`src/rtl/prio_lru_pkg.sv`:
```
package prio_lru_pkg;

    localparam int NUM_CATS = 4;
    localparam int CAT_W    = 2;
    localparam int LVL_W    = 2;
    localparam int TBL_W    = NUM_CATS * LVL_W;

    typedef enum logic [CAT_W-1:0] {
        CAT_OFFCHIP = 2'd0,
        CAT_L1WB    = 2'd1,
        CAT_PROMO   = 2'd2,
        CAT_DEMO    = 2'd3
    } cat_e;

    typedef logic [LVL_W-1:0] level_t;

    typedef struct packed {
        cat_e   cat;
        level_t level;
    } cand_t;

    // Level of category c sits at bits [2c+1:2c]; 0 = highest priority.
    // local : L1WB=0 PROMO=1 OFFCHIP=2 DEMO=3
    localparam logic [TBL_W-1:0] RANK_LOCAL_DEF   = 8'hD2;
    // central: PROMO=0 OFFCHIP=1 DEMO=2 L1WB=3
    localparam logic [TBL_W-1:0] RANK_CENTRAL_DEF = 8'h8D;

    function automatic level_t level_of(input logic [TBL_W-1:0] tbl, input cat_e c);
        return tbl[int'(c) * LVL_W +: LVL_W];
    endfunction

endpackage

```
`src/rtl/prio_lru_recency.sv`:
```
module prio_lru_recency #(
    parameter int WAYS  = 8,
    parameter int WAY_W = $clog2(WAYS)
) (
    input  logic                    clk,
    input  logic                    rst,
    input  logic                    hit_en,
    input  logic [WAY_W-1:0]        hit_way,
    input  logic                    fill_en,
    input  logic [WAY_W-1:0]        fill_way,
    output logic [WAYS*WAY_W-1:0]   order,
    output logic [WAYS-1:0]         valid
);
    localparam int ORD_W = WAYS * WAY_W;

    logic [ORD_W-1:0] ord_q, ord_hit, ord_next;
    logic [WAYS-1:0]  val_q;
    logic [WAYS-1:0]  present;

    // Move way w to position 0, shifting the more recent ways down by one.
    function automatic logic [ORD_W-1:0] promote(input logic [ORD_W-1:0] o,
                                                 input logic [WAY_W-1:0] w);
        logic [ORD_W-1:0] r;
        logic [WAY_W-1:0] carry;
        logic             done;
        r     = o;
        carry = w;
        done  = 1'b0;
        for (int p = 0; p < WAYS; p++) begin
            if (!done) begin
                r[p*WAY_W +: WAY_W] = carry;
                if (o[p*WAY_W +: WAY_W] == w) done = 1'b1;
                else carry = o[p*WAY_W +: WAY_W];
            end
        end
        return r;
    endfunction

    always_comb begin
        ord_hit  = hit_en  ? promote(ord_q, hit_way)    : ord_q;
        ord_next = fill_en ? promote(ord_hit, fill_way) : ord_hit;
    end

    always_ff @(posedge clk) begin
        if (rst) begin
            for (int p = 0; p < WAYS; p++) ord_q[p*WAY_W +: WAY_W] <= WAY_W'(p);
            val_q <= '0;
        end else begin
            ord_q <= ord_next;
            if (fill_en) val_q[fill_way] <= 1'b1;
        end
    end

    assign order = ord_q;
    assign valid = val_q;

    always_comb begin
        present = '0;
        for (int p = 0; p < WAYS; p++) present[ord_q[p*WAY_W +: WAY_W]] = 1'b1;
    end

    // the recency order stays a permutation of all ways
    p_order_perm_r7: assert property (@(posedge clk) disable iff (rst) &present);

    // valid bits never clear outside reset
    p_valid_sticky_r7: assert property (@(posedge clk) disable iff (rst)
        1'b1 |=> ((val_q & $past(val_q)) == $past(val_q)));

endmodule

```
`src/rtl/prio_lru_cat_store.sv`:
```
module prio_lru_cat_store
    import prio_lru_pkg::*;
#(
    parameter int WAYS  = 8,
    parameter int WAY_W = $clog2(WAYS)
) (
    input  logic                  clk,
    input  logic                  rst,
    input  logic                  we,
    input  logic [WAY_W-1:0]      wway,
    input  cat_e                  wcat,
    output logic [WAYS*CAT_W-1:0] cats
);
    logic [WAYS*CAT_W-1:0] cat_q;

    always_ff @(posedge clk) begin
        if (rst) cat_q <= '0;
        else if (we) cat_q[wway*CAT_W +: CAT_W] <= wcat;
    end

    assign cats = cat_q;

    // without a fill, no origin tag changes (a hit keeps its tag)
    p_cat_hold_r8: assert property (@(posedge clk) disable iff (rst)
        !we |=> $stable(cat_q));

    // a fill leaves the written tag in its way
    p_cat_write_r7: assert property (@(posedge clk) disable iff (rst)
        we |=> cat_q[$past(wway)*CAT_W +: CAT_W] == $past(wcat));

endmodule

```
`src/rtl/prio_lru_pick.sv`:
```
module prio_lru_pick
    import prio_lru_pkg::*;
#(
    parameter int                WAYS         = 8,
    parameter int                WAY_W        = $clog2(WAYS),
    parameter logic [TBL_W-1:0]  RANK_LOCAL   = RANK_LOCAL_DEF,
    parameter logic [TBL_W-1:0]  RANK_CENTRAL = RANK_CENTRAL_DEF
) (
    input  logic [WAYS*WAY_W-1:0] order,
    input  logic [WAYS-1:0]       valid,
    input  logic [WAYS*CAT_W-1:0] cats,
    input  logic                  central,
    output logic [WAY_W-1:0]      way,
    output cand_t                 pick
);
    localparam int LRU_POS = WAYS - 1;
    localparam int NXT_POS = WAYS - 2;

    logic [TBL_W-1:0] tbl;
    logic             inv_found;
    logic [WAY_W-1:0] inv_way, lru_way, nxt_way, sel;
    cat_e             lru_c, nxt_c, sel_c;
    level_t           lru_l, nxt_l;

    always_comb begin
        tbl       = central ? RANK_CENTRAL : RANK_LOCAL;
        inv_found = 1'b0;
        inv_way   = '0;
        for (int w = WAYS - 1; w >= 0; w--) begin
            if (!valid[w]) begin
                inv_found = 1'b1;
                inv_way   = WAY_W'(w);
            end
        end
        lru_way = order[LRU_POS*WAY_W +: WAY_W];
        nxt_way = order[NXT_POS*WAY_W +: WAY_W];
        lru_c   = cat_e'(cats[lru_way*CAT_W +: CAT_W]);
        nxt_c   = cat_e'(cats[nxt_way*CAT_W +: CAT_W]);
        lru_l   = level_of(tbl, lru_c);
        nxt_l   = level_of(tbl, nxt_c);
        if (inv_found)          sel = inv_way;
        else if (nxt_l > lru_l) sel = nxt_way;
        else                    sel = lru_way;
        sel_c      = cat_e'(cats[sel*CAT_W +: CAT_W]);
        way        = sel;
        pick.cat   = sel_c;
        pick.level = level_of(tbl, sel_c);
    end

endmodule

```
`src/rtl/prio_lru_victim_sel.sv`:
```
module prio_lru_victim_sel
    import prio_lru_pkg::*;
#(
    parameter int               WAYS         = 8,
    parameter logic [TBL_W-1:0] RANK_LOCAL   = RANK_LOCAL_DEF,
    parameter logic [TBL_W-1:0] RANK_CENTRAL = RANK_CENTRAL_DEF,
    localparam int              WAY_W        = $clog2(WAYS)
) (
    input  logic                   clk,
    input  logic                   rst,
    input  logic                   bank_central,
    input  logic                   hit_valid,
    input  logic [WAY_W-1:0]       hit_way,
    input  logic                   fill_valid,
    input  logic [CAT_W-1:0]       fill_cat,
    output logic [WAY_W-1:0]       victim_way,
    output logic [CAT_W-1:0]       victim_cat,
    output logic [LVL_W-1:0]       victim_level,
    output logic [WAYS-1:0]        way_valid,
    output logic [WAYS*WAY_W-1:0]  recency
);
    logic [WAYS*WAY_W-1:0] order_w;
    logic [WAYS-1:0]       valid_w;
    logic [WAYS*CAT_W-1:0] cats_w;
    logic [WAY_W-1:0]      vway;
    cand_t                 vpick;
    logic                  hit_en;

    assign hit_en = hit_valid && valid_w[hit_way];

    prio_lru_recency #(.WAYS(WAYS), .WAY_W(WAY_W)) u_rec (
        .clk(clk), .rst(rst),
        .hit_en(hit_en), .hit_way(hit_way),
        .fill_en(fill_valid), .fill_way(vway),
        .order(order_w), .valid(valid_w)
    );

    prio_lru_cat_store #(.WAYS(WAYS), .WAY_W(WAY_W)) u_cat (
        .clk(clk), .rst(rst),
        .we(fill_valid), .wway(vway), .wcat(cat_e'(fill_cat)),
        .cats(cats_w)
    );

    prio_lru_pick #(
        .WAYS(WAYS), .WAY_W(WAY_W),
        .RANK_LOCAL(RANK_LOCAL), .RANK_CENTRAL(RANK_CENTRAL)
    ) u_pick (
        .order(order_w), .valid(valid_w), .cats(cats_w),
        .central(bank_central), .way(vway), .pick(vpick)
    );

    assign victim_way   = vway;
    assign victim_cat   = vpick.cat;
    assign victim_level = vpick.level;
    assign way_valid    = valid_w;
    assign recency      = order_w;

    // while a way is empty, an empty way is chosen
    p_invalid_first_r4: assert property (@(posedge clk) disable iff (rst)
        !(&valid_w) |-> !valid_w[vway]);

    // a full set evicts one of the two oldest ways
    p_candidate_r5: assert property (@(posedge clk) disable iff (rst)
        (&valid_w) |-> (vway == order_w[(WAYS-1)*WAY_W +: WAY_W] ||
                        vway == order_w[(WAYS-2)*WAY_W +: WAY_W]));

    // the filled way becomes most recent and valid
    p_fill_mru_r7: assert property (@(posedge clk) disable iff (rst)
        fill_valid |=> (order_w[WAY_W-1:0] == $past(vway)) && valid_w[$past(vway)]);

    // a lone hit on a valid way becomes most recent, valid mask unchanged
    p_hit_mru_r8: assert property (@(posedge clk) disable iff (rst)
        (hit_en && !fill_valid) |=> (order_w[WAY_W-1:0] == $past(hit_way)) && $stable(valid_w));

    // a hit on an invalid way changes nothing
    p_hit_invalid_r9: assert property (@(posedge clk) disable iff (rst)
        (hit_valid && !valid_w[hit_way] && !fill_valid) |=> $stable(order_w) && $stable(valid_w));

    // hit then fill in one cycle leaves the hit way second most recent
    p_hit_fill_r10: assert property (@(posedge clk) disable iff (rst)
        (hit_en && fill_valid && hit_way != vway) |=> order_w[WAY_W +: WAY_W] == $past(hit_way));

endmodule

```
`config.mk`:
```
export PLATFORM = sky130hd
export DESIGN_NAME = prio_lru_victim_sel
export DESIGN_NICKNAME = d
export VERILOG_FILES = /design/src/rtl/prio_lru_pkg.sv /design/src/rtl/prio_lru_recency.sv /design/src/rtl/prio_lru_cat_store.sv /design/src/rtl/prio_lru_pick.sv /design/src/rtl/prio_lru_victim_sel.sv
export SDC_FILE = /design/constraint.sdc
export NUM_CORES = 1
export LEC_CHECK = 0
export ABC_CLOCK_PERIOD_IN_PS = 5850
export BUFFER_PORTS_ARGS = -buffer_cell sky130_fd_sc_hd__buf_2
export CAP_MARGIN = 20
export CORE_UTILIZATION = 60
export CTS_BUF_LIST = sky130_fd_sc_hd__clkbuf_4 sky130_fd_sc_hd__clkbuf_8
export CTS_CLUSTER_SIZE = 16
export DETAILED_ROUTE_END_ITERATION = 7
export GPL_ROUTABILITY_DRIVEN = 0
export HOLD_SLACK_MARGIN = 0.05
export PLACE_DENSITY = 0.86
export SYNTH_ARGS = -nofsm -noshare
export SYNTH_HDL_FRONTEND = slang
export SYNTH_SLANG_ARGS = --single-unit
```
`constraint.sdc`:
```
create_clock -name clk -period 5.85 [get_ports clk]
set_clock_uncertainty 0.1 [all_clocks]
set_input_delay 1.17 -clock clk [delete_from_list [all_inputs] [get_ports clk]]
set_output_delay 1.17 -clock clk [all_outputs]
set_load 0.01 [all_outputs]
```
; ---- Yosys cells after proc, flatten, opt, wreduce, memory -nomap -nowiden
; Cells that the tools add are included.
; W data, S select, Z words.
[totals]
ram_bits = 0
latchBits = 0
input_bits = 10
memories = 0
elab_cells = 125
rom_bits = 0
register_bits = 48
[op_classes]
reduce_logical = 2
eq_ne = 14
mul = 0
order_cmp = 4
muxes = 92
n_bitwise = 1
div = 0
n_addsub = 1
shifts = 8
[op_table]
columns = operator, count
row1 = $mux W3, 50
row2 = $mux W24, 2
row3 = $shiftx A16 B5 Y2, 3
row4 = $eq A3 B3 Y1, 14
row5 = $mux W1, 36
row6 = $neg A4 Y34, 1
row7 = $shift A2 B34 Y16 const A, 1
row8 = $shiftx A2 B34 Y16, 1
row9 = $shiftx A8 B4 Y2, 3
row10 = $bwmux W16, 1
row11 = $lt A3 B4 Y1 const B, 2
row12 = $or A8 B8 Y8, 1
row13 = $mux W7, 1
row14 = $bmux W1 S3, 1
row15 = $demux W1 S3, 1
row16 = $ge A3 B1 Y1 const B, 1
row17 = $gt A2 B2 Y1, 1
row18 = $logic_and A1 B1 Y1, 2

; ---- Longest topological paths before layout
[depth]
ltp_word = 32
mapped_depth = 18
mapped_depth_nobuf = 16

; ---- Cells and area by module
; From an unflattened synthesis, not the netlist that was laid out.
[hier_totals]
cells_unflattened = 418
hier_area_um2 = 3935.0
[modules_own_cells]
columns = module, cells_per_inst, area_each_um2, seq_area_each_um2, instances
row1 = prio_lru_recency, 242, 2198.4, 640.6, 1
row2 = prio_lru_cat_store, 84, 847.1, 320.3, 1
row3 = prio_lru_pick, 85, 818.3, 0.0, 1
row4 = prio_lru_victim_sel, 7, 71.3, 0.0, 1

; ---- Least setup slack after synthesis
; Ideal clock, no wire load.
[synth_path]
path_type = register to output
startpoint = register u_rec.ord_q[18], in the netlist u_rec.order[18]
endpoint = output port victim_level[1]
setup_slack_ps = 357
path_stages_with_launch = 16
path_buffers = 3
arrival_ps = 4223
path_cell_list = dfxtp_1 -> clkbuf_1 -> mux4_2 -> mux2i_1 -> nand2b_1 -> xor2_1 -> ha_1 -> nor2b_1 -> o31a_1 -> a31oi_2 -> buf_2 -> buf_2 -> mux2i_1 -> nand2_1 -> a31o_2 -> xor2_1
[synth_between]
elab_chain_cells = 7
[synth_rtl]
columns = element, line
row1 = "start, declared", prio_lru_recency.sv:16  ; logic [ORD_W-1:0] ord_q, ord_hit, ord_next;
row2 = "start signal, assigned", prio_lru_recency.sv:49  ; ord_q <= ord_next;
row3 = $shiftx A16 B5 Y2, prio_lru_pick.sv:38  ; nxt_c = cat_e'(cats[nxt_way*CAT_W +: CAT_W]);
row4 = $shiftx A8 B4 Y2, prio_lru_pkg.sv:29  ; return tbl[int'(c) * LVL_W +: LVL_W];
row5 = $gt A2 B2 Y1, prio_lru_pick.sv:42  ; else if (nxt_l > lru_l) sel = nxt_way;
row6 = $mux W3, prio_lru_pick.sv:42
row7 = $mux W3, prio_lru_pick.sv:41  ; if (inv_found) sel = inv_way;
row8 = net victim_way[1], prio_lru_victim_sel.sv:16  ; output logic [WAY_W-1:0] victim_way,
row9 = $shiftx A16 B5 Y2, prio_lru_pick.sv:44  ; sel_c = cat_e'(cats[sel*CAT_W +: CAT_W]);
row10 = net victim_cat[0], prio_lru_victim_sel.sv:17  ; output logic [CAT_W-1:0] victim_cat,
row11 = $shiftx A8 B4 Y2, prio_lru_pkg.sv:29
row12 = "end, declared", prio_lru_victim_sel.sv:18  ; output logic [LVL_W-1:0] victim_level,
; The timed path passes the listed nets, and every way through them passes these cells.

; ---- Worst setup path after layout
[layout_path]
startpoint = register u_rec.ord_q[18], in the netlist u_rec.order[18]
endpoint = output port victim_level[1]
[layout_between]
elab_chain_cells = 7
[layout_rtl]
columns = element, line
row1 = $shiftx A16 B5 Y2, prio_lru_pick.sv:38
row2 = $shiftx A8 B4 Y2, prio_lru_pkg.sv:29
row3 = $gt A2 B2 Y1, prio_lru_pick.sv:42
row4 = $mux W3 (*), prio_lru_pick.sv:42
row5 = $mux W3 (*), prio_lru_pick.sv:41
row6 = $shiftx A16 B5 Y2 (*), prio_lru_pick.sv:44
row7 = $shiftx A8 B4 Y2 (*), prio_lru_pkg.sv:29
; Mark *: on every way between the ends. The rest lies on a longest branch, timed or not.

==> results.txt <==
----------------------------------------------------
[Clocking]
  Count of instances resized after the clock tree is built ... 0
  TritonCTS clock tree ... done
  Worst skew pair latency ... 0.31 ns
  Number of buffers created by CTS ... 5
  Depth of the CTS H-tree ... 2
  Post-CTS setup buffers ... 0
  Number of hold-repair buffers added at the cts stage ... 0
  Number of buffers on the longest clock path ... 2
  Clock root buffer ... clkbuf_8
  Clock Sink Count ... 48
  CTS clk-pin slew, worst paths ... 0.09 ns

[Drt]
  Residual DRC ... 0
  DRT Wirelength ... 9.20 mm
  Post-route ant nets ... 0
  Average wire per standard cell ... 17.9 microns
  Vias per cell ... 6.21
  Detailed Routing Iterations Pass 1 ... 4
  Total vias in the final route ... 3,193
  Violation count after the first detailed-routing iteration ... 140

[Die]
  Initial core utilization ... 61.8%
  Area of the die ... 6380 sq um
  Std cell rows ... 28
  Vertical extent of the die ... 79.9 microns
  Top-level I/O count ... 49
  Horizontal extent of the die ... 79.9 microns
  Placeable core area ... 5890 sq um

[Worst setup path]
  Launching element type of the critical path ... register
  CP Cell Sequence ... mux4_2 > mux2i_1 > nand2b_1 > xor2_1 > ha_1 > nor2b_1 > o31a_1 > a31oi_2 > buf_4 > nor2b_1 > a211oi_1 > a211oi_1 > a31oi_1 > inv_1 > nor2_1 > xor2_1 > buf_2
  Arrival time of data at the critical path endpoint ... 4.25 ns
  Startpoint-to-endpoint class of the critical path ... register to primary output
  Number of cells traversed by the worst register-to-register path ... 16
  Crit path largest cell delay ... 0.52 ns
  Critical R2R Launch ... u_rec.order[18]$_SDFF_PP0_
  Critical path origin ... u_rec.order[18]$_SDFF_PP0_
  Critical path data required time ... 4.58 ns
  CP max-delay cell ... mux4_2
  Max FO, Critical Path ... 8
  Endpoint class of the critical path ... primary output

[Synth]
  Portion of synthesized cell area occupied by the leading cell type ... 26.4%
  Yosys synthesis warning count ... 0
  Synth cell types ... 64
  Asr flop ratio synth ... 0%
  Cell types occupying the most area after synthesis ... dfxtp_1 26%, mux2i_1 15%, xnor2_1 8.9%
  Syn Std Cell Area ... 3640 sq um
  Mapped Cells ... 400
  Cell accounting for the most synthesized area ... dfxtp_1
  Number of synthesized register bits ... 48
  Number of enable-type register cells in the synthesized netlist ... 0
  Mean area per synthesized cell ... 9.10 sq um
  Primary FF master, synth ... dfxtp_1
  Syn_nets ... 416
  Fraction of the yosys area taken by sequential cells ... 26.4%

[STA]
  Final period demand of the worst path ... 5.52 ns
  Worst Tran Pin Value ... 0.834 ns
  Final hold vios ... 0
  Slew HR ... 44.4%
  Final setup violation count ... 0
  Final number of max-transition violations ... 0
  Crit share post-route ... 94.3%
  Maximum clock rate ... 181 MHz
  RSZ-0062 raised after global routing ... false
  Final setup TNS ... 0 ns

[Worst hold path]
  Worst Hold Class ... register to register
  Cell depth of the worst min-delay path ... 2
  Beginning of the worst hold path ... u_rec.valid[7]$_SDFFE_PP0P_

[Placement]
  Dpl hpwl ... 6.73 mm
  IO Port Bufs ... 48
  Post-placement cell count ... 506

[GRT]
  GRT Resource Usage Total ... 30.5%
  Largest net degree at the start of global routing ... 46
  Antenna violations before repair ... 0
  Number of global-route vias before repair ... 3,106
  Total congestion overflow ... 0
  Wire length of the first global-routing pass ... 15.0 mm

[Pwr]
  Power density over the cells ... 269 nW/um^2
  VDD IR max ... 157 uV
  Static Leak ... 0.00160 uW

[Finish]
  Share of the core filled with cells in the final layout ... 68.5%
  Count of inserted antenna diode cells ... 0
  Fraction of layout cells with a size suffix above 1 ... 23.5%
  Layout net count ... 454
  Non-Filler Instances ... 514
  Synth-to-layout area growth ... 10.7%
  Fillers ... 484

[Run status]
  Outcome ... finished clean

[Job]
  Max-Cap Viols ... 0

----------------------------------------------------
[synth_stat cells (5+ instances only)]
| cell type | n |
|---|---|
| inv_1 | 8 |
| nor2b_1 | 7 |
| mux4_2 | 8 |
| mux2_2 | 7 |
| nand2_1 | 21 |
| nor3b_1 | 6 |
| nand3_1 | 9 |
| a211oi_1 | 12 |
| nor3_1 | 10 |
| ha_1 | 6 |
| and3_1 | 5 |
| a21oi_1 | 9 |
| xnor2_1 | 37 |
| clkbuf_1 | 10 |
| buf_2 | 7 |
| mux2i_1 | 53 |
| nor2_1 | 48 |
| xor2_1 | 10 |
| a31oi_1 | 9 |
| nand4_1 | 5 |
| dfxtp_1 | 48 |
[layer usage]
metal / GRT usage [%] / part of all wire (%) / routed length (microns) / vias up
met5: 0 / 0 / 0 / -
li1: - / - / - / 1512
met1: 35.0 / 40 / 3660 / 1541
met3: 4.57 / 6.2 / 573 / 26
met2: 53.8 / 51 / 4710 / 114
met4: 17.1 / 2.7 / 252 / 0
[layout make-up]
class / instances / area, sq um / area share (%)
clock buffers: 5 / 68.8 / 1.71
well taps: 75 / 93.8 / 2.33
flip-flops and latches: 48 / 963 / 23.9
repair buffers: 55 / 293 / 7.27
clock inverters: 3 / 42.5 / 1.06
inverters: 12 / 45.0 / 1.12
multi-input cells: 316 / 2520 / 62.6
[worst paths after layout]
check	endpoint	slack, ns
setup / recovery	victim_level[1]	0.33
hold / removal	u_rec.valid[7]$_SDFFE_PP0P_	0.46
setup reg to reg	u_rec.order[18]$_SDFF_PP0_	0.90
hold reg to reg	u_rec.valid[7]$_SDFFE_PP0P_	0.46
[critical path, delay by kind of cell, from the launching register on]
family	cells	cell delay [ns]
adder cells (fa/ha/maj)	1	0.34
buffers and inverters	3	0.46
XOR/XNOR	2	0.33
AO/OA/AOI/OAI	5	1.14
AND/OR/NAND/NOR	4	0.49
flip-flops	1	0.41
multiplexers	2	0.78
[stage by stage]
stage	hold WS [ns]	instance area (sq um)	setup slack, ns	total power, uW
after floorplan	0.388	3640	0.357	730
after global placement	0.432	3920	0.682	818
after detailed placement	0.432	3920	0.493	837
after CTS	0.453	4030	0.228	1080
after global routing	0.481	4030	0.0198	1140
final	0.461	4030	0.334	1080
[layout by cell type (no fill, tap or decap), types with 8 or more instances in the layout]
| cell | count |
|---|---|
| mux2i_1 | 53 |
| nor2_1 | 48 |
| buf_2 | 48 |
| dfxtp_1 | 46 |
| xnor2_1 | 37 |
| nand2_1 | 21 |
| a211oi_1 | 12 |
| xor2_1 | 10 |
| nor3_1 | 10 |
| a21oi_1 | 9 |
| nand3_1 | 9 |
| a31oi_1 | 9 |
| mux4_2 | 8 |
| inv_1 | 8 |
[cell families after synthesis]
kind of cell             count (synthesis)  share of synthesized area, %
buffers and inverters                   36                          4.30
adder cells (fa/ha/maj)                  6                          2.06
AND/OR/NAND/NOR                        129                          18.0
AO/OA/AOI/OAI                           60                          14.1
XOR/XNOR                                48                          11.8
flip-flops                              48                          26.4
multiplexers                            73                          23.3
[state kept, by name, summed over array words and instances, names as in the netlist]
name and count:
u_rec.order 24, u_cat.cats 16, u_rec.valid 8
[report_power, final]
part	internal, uW	total, uW	leakage (uW)	switching (uW)
logic	190	420	0.00116	230
clock network	127	246	0.0000541	120
registers	360	418	0.000392	57.4
(Power assumes the default switching activity.)
